$ cat src/rtl/bwa_pkg.sv
package bwa_pkg;

    typedef enum logic [1:0] {
        RATIO_1 = 2'd0,
        RATIO_2 = 2'd1,
        RATIO_4 = 2'd2
    } ratio_e;

    typedef struct packed {
        logic   pack;
        ratio_e ratio;
        logic   big;
    } cfg_t;

    function automatic logic [1:0] last_idx(input ratio_e r);
        case (r)
            RATIO_2: last_idx = 2'd1;
            RATIO_4: last_idx = 2'd3;
            default: last_idx = 2'd0;
        endcase
    endfunction

    // Lane that the k-th piece in transfer order occupies.
    function automatic logic [1:0] lane_of(input logic [1:0] k, input ratio_e r, input logic big);
        lane_of = big ? (last_idx(r) - k) : k;
    endfunction

endpackage

$ cat src/rtl/bwa_cfg_latch.sv
module bwa_cfg_latch
    import bwa_pkg::*;
(
    input  logic       clk,
    input  logic       mrst,
    input  logic       cfg_pack,
    input  logic [1:0] cfg_width,
    input  logic       cfg_big,
    output cfg_t       cfg_o
);

    cfg_t cfg_d, cfg_q;

    always_comb begin
        cfg_d = cfg_q;
        if (mrst) begin
            cfg_d.big = cfg_big;
            case (cfg_width)
                2'b01: begin
                    cfg_d.ratio = RATIO_2;
                    cfg_d.pack  = cfg_pack;
                end
                2'b10: begin
                    cfg_d.ratio = RATIO_4;
                    cfg_d.pack  = cfg_pack;
                end
                default: begin
                    cfg_d.ratio = RATIO_1;
                    cfg_d.pack  = 1'b0;
                end
            endcase
        end
    end

    always_ff @(posedge clk) begin
        cfg_q <= cfg_d;
    end

    assign cfg_o = cfg_q;

    AST_CFG_HOLD: assert property (@(posedge clk) disable iff (mrst)
        !mrst |=> $stable(cfg_q));

endmodule

$ cat src/rtl/bwa_lane_select.sv
module bwa_lane_select
    import bwa_pkg::*;
#(
    parameter int DATA_W = 36
) (
    input  logic [DATA_W-1:0] word_i,
    input  logic [1:0]        lane_i,
    input  ratio_e            ratio_i,
    output logic [DATA_W-1:0] piece_o
);

    localparam int HALF_W = DATA_W / 2;
    localparam int QUAR_W = DATA_W / 4;

    logic [HALF_W-1:0] half_lane [2];
    logic [QUAR_W-1:0] quar_lane [4];

    for (genvar g = 0; g < 2; g++) begin : g_half
        assign half_lane[g] = word_i[g*HALF_W +: HALF_W];
    end

    for (genvar g = 0; g < 4; g++) begin : g_quar
        assign quar_lane[g] = word_i[g*QUAR_W +: QUAR_W];
    end

    always_comb begin
        piece_o = '0;
        case (ratio_i)
            RATIO_2: piece_o[HALF_W-1:0] = half_lane[lane_i[0]];
            RATIO_4: piece_o[QUAR_W-1:0] = quar_lane[lane_i];
            default: piece_o = word_i;
        endcase
    end

endmodule

$ cat src/rtl/bus_width_adapter.sv
module bus_width_adapter
    import bwa_pkg::*;
#(
    parameter int DATA_W = 36
) (
    input  logic              clk,
    input  logic              mrst,
    input  logic              cfg_pack,
    input  logic [1:0]        cfg_width,
    input  logic              cfg_big,
    input  logic              wr_valid,
    output logic              wr_ready,
    input  logic [DATA_W-1:0] wr_data,
    output logic              rd_valid,
    input  logic              rd_ready,
    output logic [DATA_W-1:0] rd_data
);

    localparam int HALF_W = DATA_W / 2;
    localparam int QUAR_W = DATA_W / 4;

    typedef struct packed {
        logic              full;
        logic [1:0]        cnt;
        logic [DATA_W-1:0] word;
    } state_t;

    state_t            st_d, st_q;
    cfg_t              cfg;
    logic [DATA_W-1:0] piece;
    logic [1:0]        lane;
    logic              last;
    logic              wr_fire;
    logic              rd_fire;

    bwa_cfg_latch i_cfg (
        .clk      (clk),
        .mrst     (mrst),
        .cfg_pack (cfg_pack),
        .cfg_width(cfg_width),
        .cfg_big  (cfg_big),
        .cfg_o    (cfg)
    );

    bwa_lane_select #(.DATA_W(DATA_W)) i_sel (
        .word_i (st_q.word),
        .lane_i (lane),
        .ratio_i(cfg.ratio),
        .piece_o(piece)
    );

    always_comb begin
        lane     = lane_of(st_q.cnt, cfg.ratio, cfg.big);
        last     = (st_q.cnt == last_idx(cfg.ratio));
        wr_ready = !st_q.full;
        rd_valid = st_q.full;
        rd_data  = cfg.pack ? st_q.word : piece;
        wr_fire  = wr_valid && wr_ready;
        rd_fire  = rd_valid && rd_ready;

        st_d = st_q;
        if (mrst) begin
            st_d = '0;
        end else if (!cfg.pack) begin
            if (wr_fire) begin
                st_d.word = wr_data;
                st_d.full = 1'b1;
                st_d.cnt  = '0;
            end
            if (rd_fire) begin
                if (last) begin
                    st_d.full = 1'b0;
                    st_d.cnt  = '0;
                end else begin
                    st_d.cnt = st_q.cnt + 2'd1;
                end
            end
        end else begin
            if (wr_fire) begin
                case (cfg.ratio)
                    RATIO_2: st_d.word[int'(lane[0])*HALF_W +: HALF_W] = wr_data[HALF_W-1:0];
                    RATIO_4: st_d.word[int'(lane)*QUAR_W +: QUAR_W]    = wr_data[QUAR_W-1:0];
                    default: st_d.word = wr_data;
                endcase
                if (last) begin
                    st_d.full = 1'b1;
                    st_d.cnt  = '0;
                end else begin
                    st_d.cnt = st_q.cnt + 2'd1;
                end
            end
            if (rd_fire) begin
                st_d.full = 1'b0;
            end
        end
    end

    always_ff @(posedge clk) begin
        st_q <= st_d;
    end

    AST_RESET_CLEARS: assert property (@(posedge clk)
        mrst |=> !rd_valid && wr_ready);

    AST_STALL_HOLD: assert property (@(posedge clk) disable iff (mrst)
        rd_valid && !rd_ready |=> rd_valid && $stable(rd_data));

    AST_UPPER_ZERO: assert property (@(posedge clk) disable iff (mrst)
        rd_valid && !cfg.pack && cfg.ratio == RATIO_4 |-> rd_data[DATA_W-1:QUAR_W] == '0);

    AST_HALF_UPPER_ZERO: assert property (@(posedge clk) disable iff (mrst)
        rd_valid && !cfg.pack && cfg.ratio == RATIO_2 |-> rd_data[DATA_W-1:HALF_W] == '0);

    AST_PACK_AFTER_WRITE: assert property (@(posedge clk) disable iff (mrst)
        cfg.pack && $rose(rd_valid) |-> $past(wr_valid && wr_ready));

    AST_CNT_LEGAL: assert property (@(posedge clk) disable iff (mrst)
        st_q.cnt <= last_idx(cfg.ratio));

endmodule

$ cat config.mk
export PLATFORM = sky130hd
export DESIGN_NAME = bus_width_adapter
export DESIGN_NICKNAME = d
export VERILOG_FILES = /design/src/rtl/bwa_pkg.sv /design/src/rtl/bwa_cfg_latch.sv /design/src/rtl/bwa_lane_select.sv /design/src/rtl/bus_width_adapter.sv
export SDC_FILE = /design/constraint.sdc
export NUM_CORES = 1
export LEC_CHECK = 0
export ABC_AREA = 1
export BUFFER_PORTS_ARGS = -buffer_cell sky130_fd_sc_hd__buf_2
export CORE_MARGIN = 2
export CORE_UTILIZATION = 55
export CTS_BUF_LIST = sky130_fd_sc_hd__clkbuf_4
export DETAILED_ROUTE_END_ITERATION = 16
export PLACE_DENSITY = 0.78
export SYNTH_ARGS = -nofsm -noshare
export SYNTH_HDL_FRONTEND = slang
export SYNTH_SLANG_ARGS = --single-unit
$ cat constraint.sdc
create_clock -name clk -period 3.3 [get_ports clk]
set_clock_uncertainty 0.1 [all_clocks]
set_input_delay 0.66 -clock clk [delete_from_list [all_inputs] [get_ports clk]]
set_output_delay 0.66 -clock clk [all_outputs]
set_load 0.01 [all_outputs]
# Word-level counts from Yosys, hierarchy flattened
# Index checks and enable logic that the tools add are counted.
# Widths: inputs -> output; s select.
[word_totals]
ff_bits = 43
output_inout_bits = 38
word_cells = 59
[classes]
n_addsub = 4
multipliers = 2
n_lt_le_gt_ge = 2
n_eq_ne = 8
shifts = 4
n_mux = 24
n_bitwise = 2
n_reduce_logical = 7
[op_table]
columns = ["operator", "count"]
rows = [
  ["$mux 39", 3],
  ["$bwmux 36", 2],
  ["$mux 18", 4],
  ["$pmux 36 s2", 1],
  ["$neg 6->33", 2],
  ["$mux 36", 1],
  ["$pmux 9 s2", 2],
  ["$shift 18x33->36 const A", 1],
  ["$shift 9x33->36 const A", 1],
  ["$shiftx 18x33->36", 1],
  ["$shiftx 9x33->36", 1],
  ["$bmux 9 s2", 1],
  ["$mux 9", 2],
  ["$mul 2x4->6 const B", 1],
  ["$ne 3x3->1 const B", 2],
  ["$pmux 3 s2", 1],
  ["$mul 1x4->5 const B", 1],
  ["$eq 2x1->1 const B", 2],
  ["$eq 2x2->1 const B", 2],
  ["$mux 2", 2],
  ["$pmux 2 s2", 1],
  ["$reduce_and 2->1", 2],
  ["$ge 3x3->1 const B", 1],
  ["$mux 1", 3],
  ["other kinds (12)", 13],
]

# Longest topological paths before layout
[depth]
depth_word = 12
ltp_mapped = 20

# Hierarchy
# Synthesis repeated with hierarchy kept, for this count alone.
[unflattened]
cells_unflattened = 834
hier_area_um2 = 4743.3
[modules_own_cells]
columns = ["module", "n_inst", "cells_per_inst", "area_each_um2", "seq_area_each_um2"]
rows = [
  ["bus_width_adapter", 1, 610, 3589.7, 780.7],
  ["bwa_lane_select", 1, 210, 960.9, 0.0],
  ["bwa_cfg_latch", 1, 14, 192.7, 120.1],
]

# Worst setup path after synthesis
# No wires, ideal clock.
[synth_path]
path_kind = "flip-flop to flip-flop"
from = "register i_cfg.cfg_q, in the netlist i_cfg.cfg_o[1]"
to = "register st_q[6] (netlist name)"
arrival_ns = 2.675
path_slack_ns = 0.393
stages_incl_launch_ff = 17
period_less_slack_ns = 2.907
path_cell_list = "edfxtp_1 -> inv_1 -> ha_1 -> ha_1 -> nand2_2 -> o21ai_4 -> buf_2 -> buf_2 -> ha_1 -> buf_2 -> clkinv_1 -> nand3_1 -> nand2_1 -> a21oi_1 -> nor2_4 -> nand2_1 -> a21oi_1"
[synth_between]
elab_chain_len = 11
elab_cells_between_ends = 18
[synth_rtl]
columns = ["element", "line_no", "text"]
rows = [
  ["start, declared", "bwa_cfg_latch.sv:12", "cfg_t cfg_d, cfg_q;"],
  ["start signal, assigned", "bwa_cfg_latch.sv:36", "cfg_q <= cfg_d;"],
  ["$eq 2x2->1 or $eq 2x1->1 (tied branches)", "bwa_pkg.sv:16, bus_width_adapter.sv:80", ""],
  ["$pmux 2 s2", "bwa_pkg.sv:16", "case (r)"],
  ["$sub 2x2->2", "bwa_pkg.sv:25", "lane_of = big ? (last_idx(r) - k) : k;"],
  ["$mux 2", "bwa_pkg.sv:25", ""],
  ["$mul 1x4->5 or $mul 2x4->6 (tied branches)", "bus_width_adapter.sv:81, bus_width_adapter.sv:82", ""],
  ["$neg 6->33, on equally long branches", "bus_width_adapter.sv:81, bus_width_adapter.sv:82", ""],
  ["$shiftx 18x33->36, or another cell as far along", "bus_width_adapter.sv:81", "RATIO_2: st_d.word[int'(lane[0])*HALF_W +: HALF_W] = wr_data[HALF_W-1:0];"],
  ["$bwmux 36, on equally long branches", "bus_width_adapter.sv:81, bus_width_adapter.sv:82", ""],
  ["$pmux 36 s2 (*)", "bus_width_adapter.sv:80", "case (cfg.ratio)"],
  ["$mux 39 (*)", "bus_width_adapter.sv:79", "if (wr_fire) begin"],
  ["$mux 39 (*)", "bus_width_adapter.sv:64", "end else if (!cfg.pack) begin"],
  ["end signal, assigned", "bus_width_adapter.sv:99", "st_q <= st_d;"],
  ["end, declared", "bus_width_adapter.sv:28", "state_t st_d, st_q;"],
]
# Every way passes the cells marked *; elsewhere a longest branch is shown, timed or not. The select of a mux whose other input is x is not followed.
# A chain may end at the register's enable or synchronous reset.

# Worst setup path in the final report
[layout_path]
from = "register i_cfg.cfg_q, in the netlist i_cfg.cfg_o[1]"
to = "output rd_data[8]"
[layout_between]
elab_chain_len = 10
elab_cells_between_ends = 15
[layout_rtl]
columns = ["element", "line_no", "text"]
rows = [
  ["$eq 2x2->1 or $eq 2x1->1 (tied branches)", "bwa_pkg.sv:16, bwa_lane_select.sv:28", ""],
  ["$pmux 2 s2", "bwa_pkg.sv:16", ""],
  ["$sub 2x2->2", "bwa_pkg.sv:25", ""],
  ["$mux 2", "bwa_pkg.sv:25", ""],
  ["$not 2->3 (not written as such) or $not 1->2 (tied branches)", "bwa_lane_select.sv:30, bwa_lane_select.sv:29", ""],
  ["$bmux 9 s2 or $mux 18 (tied branches)", "bwa_lane_select.sv:30, bwa_lane_select.sv:29", ""],
  ["$mux 9 (not written as such) or $mux 18 (tied branches) (2 in series)", "bwa_lane_select.sv:30, bwa_lane_select.sv:29", ""],
  ["$pmux 9 s2 (*)", "bwa_lane_select.sv:28", "case (ratio_i)"],
  ["$mux 36 (*)", "bus_width_adapter.sv:57", "rd_data = cfg.pack ? st_q.word : piece;"],
  ["end, declared", "bus_width_adapter.sv:16", "output logic [DATA_W-1:0] rd_data"],
]
# Marks and branches as above.

==> summary.txt <==
Logic synthesis
  • Netlist area before placement: 4050 um^2
  • Ys async rst share: 0
  • Most used standard cell by instance count after synthesis: sky130_fd_sc_hd__nand2_1
  • Gate Count Post-Synth: 707
  • Register bit total from synthesis: 43
  • Top post-synthesis cells by area: sky130_fd_sc_hd__dfxtp_1 19%, sky130_fd_sc_hd__nand2_1 18%, sky130_fd_sc_hd__nor2_1 9.5%, sky130_fd_sc_hd__a21oi_1 8.5%, sky130_fd_sc_hd__o21ai_0 6.4%
  • Number of warnings printed during yosys synthesis: 0
  • Post-Syn Nets: 760
  • Ranking of synthesized cells by instance count: 193 x sky130_fd_sc_hd__nand2_1, 102 x sky130_fd_sc_hd__nor2_1, 69 x sky130_fd_sc_hd__a21oi_1, 52 x sky130_fd_sc_hd__o21ai_0, 50 x sky130_fd_sc_hd__inv_1
  • Mapped Avg Cell Area: 5.72 um^2
  • Share of the yosys chip area belonging to registers: 0.223
  • Top FF cell, synth: sky130_fd_sc_hd__dfxtp_1
  • Number of distinct library cell variants in the gate-level netlist after synthesis: 36
  • Number of enable flip-flop cells after synthesis: 4
  • Area fraction of the dominant cell type after synthesis: 0.193
  • Largest area contributor in the synthesized netlist: sky130_fd_sc_hd__dfxtp_1

Pwr
  • Pint: 1.13 mW
  • Sequential share of power: 0.295
  • Fraction of power consumed by combinational cells: 0.569
  • Static leakage: 2.30 nW
  • Switching Fraction: 0.480
  • Maximum resistive drop on vdd: 0.000306 V
  • Total net switching power: 1.04 mW
  • Part of the power in the clock network: 0.136
  • Pwr dens: 445 nW/um^2

Routing
  • Number of design rule violations left after detail routing: 0
  • Average wire per standard cell: 18.1 um
  • Ratio of routed vias to standard cells: 6.14
  • Vias: 5,366
  • Detailed-route wire length: 15,900 um
  • Post-route ant nets: 0
  • Total iterations of the first detailed-routing run: 7
  • Drt initial violations: 701

Timing
  • Setup_tns: -0.0379 ns
  • Slew of the pin with the lowest slew margin: 0.859 ns
  • WHS: 0.358 ns
  • Rel. slew slack: 0.427
  • Final max-slew violation count: 0
  • Highest clock rate: 0.301 GHz
  • Number of failing setup endpoints in the final timing report: 3
  • Final critical delay including setup and external delays: 3.33 ns
  • Final critical-path share of the clock period: 1.01
  • Final count of hold timing violations: 0
  • Min setup slack post-route: -0.0253 ns
  • RSZ-0062 raised after global routing: true

Global routing
  • Pin count of the biggest net entering global routing: 47
  • Global-route wire length before repair: 25,100 um
  • Remaining global-route overflow: 0
  • Total global routing track utilization: 0.383
  • Antenna violations before repair: 0
  • Number of global-route vias before repair: 4,870

Critical path
  • Most frequent cell on the critical path: sky130_fd_sc_hd__ha_4
  • Capturing element type of the critical path: output port
  • Critical Path Fanout Max: 8
  • Number of cells on the worst reg-to-reg path: 14
  • Worst path slowest cell: sky130_fd_sc_hd__edfxtp_1
  • Biggest cell delay along the critical path: 0.45 ns
  • Critical Path Stages: 14
  • Data arrival, critical path: 2.57 ns
  • Family with the most delay on the worst path: buffers and inverters
  • Required arrival time at the worst endpoint: 2.54 ns
  • Kind of critical path: reg -> out
  • Critical path buffer and inverter count: 5
  • Launching element type of the critical path: flop
  • Cells along the critical path: inv_2, ha_4, ha_4, nand2_4, o21ai_4, buf_12, clkinv_8, nor2_2, inv_1, o21ai_1, nand2_1, nand3_2, a31oi_2, buf_2

Floorplan
  • DIE AREA: 8060 um^2
  • Core footprint: 7180 um^2
  • Die height: 89.8 um
  • Initial Utilization: 0.564
  • Cell Rows: 31
  • Number of top-level design ports: 82
  • Chip width: 89.8 um

Clock tree
  • Number of levels the H-tree was split into: 2
  • Clk slew on worst S/H paths: 0.13 ns
  • TritonCTS clock tree: done
  • Clock Sinks: 43
  • Clock network latency to the later pin of the worst-skew pair: 0.37 ns
  • Worst-case clock buffer depth: 2
  • Number of buffers created by CTS: 5
  • Root cell of the clock tree: sky130_fd_sc_hd__clkbuf_4
  • Hold Buf Count CTS: 0

Finish
  • Proportion of layout cells with a drive suffix above 1: 0.194
  • Layout Utilization: 0.679
  • Ant diodes: 0
  • Synthesis-to-layout area growth: 20.4%
  • Count of nets after finishing: 827
  • Total non-filler cell area in the finished layout: 4870 um^2

Run status
  • Run status: finished with violations
  • Violated checks: setup timing

Worst hold path
  • Hold path depth: 1
  • Path type of the worst min-delay path: in -> reg

Placement
  • Placed wire-length estimate: 10,700 um
  • Place WS: 0.155 ns
  • Final RePlAce weighted congestion: 0.933
  • Area post-placement: 4480 um^2
  • Port buffer count: 81

Job
  • Count of max-cap constraint violations: 0
## cells in the final DEF (no fill, tap or decap), types with 3 or more instances in the layout
master and instances:
sky130_fd_sc_hd__o21ai_1 13, sky130_fd_sc_hd__o221ai_1 8, sky130_fd_sc_hd__buf_4 21, sky130_fd_sc_hd__nand2_1 193, sky130_fd_sc_hd__dfxtp_1 39, sky130_fd_sc_hd__clkbuf_4 7
sky130_fd_sc_hd__inv_1 48, sky130_fd_sc_hd__edfxtp_1 4, sky130_fd_sc_hd__o21bai_1 9, sky130_fd_sc_hd__nand4_1 19, sky130_fd_sc_hd__clkinv_1 3, sky130_fd_sc_hd__nor2_2 4
sky130_fd_sc_hd__buf_12 5, sky130_fd_sc_hd__a21oi_1 69, sky130_fd_sc_hd__ha_1 7, sky130_fd_sc_hd__nand3_2 4, sky130_fd_sc_hd__nor2_1 95, sky130_fd_sc_hd__o21ai_0 44
sky130_fd_sc_hd__a211o_1 6, sky130_fd_sc_hd__o211ai_1 20, sky130_fd_sc_hd__nor2_4 4, sky130_fd_sc_hd__a31oi_1 6, sky130_fd_sc_hd__buf_2 81, sky130_fd_sc_hd__nand3_1 38
## layer usage
layer | vias to the layer above | routed length [um] | global-route usage | share of wire
met4 | 0 | 567 | 0.145 | 0.036
li1 | 2498 | - | - | -
met1 | 2445 | 6330 | 0.533 | 0.40
met5 | - | 0 | 0 | 0
met3 | 49 | 1830 | 0.0637 | 0.12
met2 | 374 | 7130 | 0.597 | 0.45
## layout make-up
cell class                      instances  area (um^2)
Sequential cell                        43          901
Tap cell                               99          124
Timing Repair inverter                  3         28.8
Inverter                               56          226
Clock buffer                            7         52.6
Fill cell                             694         2300
Multi-Input combinational cell        555         2790
Clock inverter                          1         5.00
Timing Repair Buffer                  110          746
## final timing paths
| check | startpoint | end | slack, ns |
|---|---|---|---|
| setup / recovery | i_cfg.cfg_o[1] | rd_data[8] | -0.03 |
| hold / removal | cfg_big | i_cfg.cfg_o[0] | 0.36 |
| setup reg to reg | i_cfg.cfg_o[1] | st_q[10] | 0.21 |
| hold reg to reg | st_q[7] | st_q[7] | 0.39 |
## stage by stage
step,std cells,total power [mW]
after global routing,874,2.30
final,874,2.17
after floorplan,707,1.34
after global placement,849,1.65
after detailed placement,849,1.67
after CTS,864,2.02
## power by group through the flow
stage,Combinational (mW),Sequential [mW],Clock [mW]
after CTS,1.09,0.633,0.294
after detailed placement,1.02,0.643,0
after global placement,1.00,0.642,0
after floorplan,0.727,0.618,0
final,1.23,0.640,0.295
after global routing,1.34,0.644,0.314
## kinds of logic (layout without fill, tap and decap cells)
kind of cell | after synthesis | after routing | synth area share
AO/OA/AOI/OAI | 181 | 181 | 0.262
flip-flops | 43 | 43 | 0.223
buffers and inverters | 109 | 177 | 0.112
adder cells (fa/ha/maj) | 9 | 9 | 0.0278
AND/OR/NAND/NOR | 365 | 365 | 0.375
## worst reg2reg max path, cell delays in order, from the launching register on
cell	delay, ns
sky130_fd_sc_hd__edfxtp_1	0.45
sky130_fd_sc_hd__inv_2	0.09
sky130_fd_sc_hd__ha_4	0.20
sky130_fd_sc_hd__ha_4	0.23
sky130_fd_sc_hd__nand2_4	0.07
sky130_fd_sc_hd__o21ai_4	0.13
sky130_fd_sc_hd__buf_12	0.20
sky130_fd_sc_hd__ha_1	0.42
sky130_fd_sc_hd__buf_4	0.18
sky130_fd_sc_hd__nand2_1	0.07
sky130_fd_sc_hd__o21ai_0	0.31
sky130_fd_sc_hd__o21ai_0	0.14
sky130_fd_sc_hd__o21ai_0	0.20
sky130_fd_sc_hd__o211ai_1	0.11
sky130_fd_sc_hd__a21oi_1	0.14
## registers in the layout, summed over array words and instances, names as in the netlist
name and flops:
st_q 38, i_cfg.cfg_o 4, rd_valid 1
## timing repair
item                                    4_1_cts  5_1_grt
endpoints found under the setup margin       18       21
buffers inserted                              4        7
pin swaps                                     1        5
gates resized for setup                      10       32
gates cloned                                  3        3
Power figures use the tool's default switching activity.
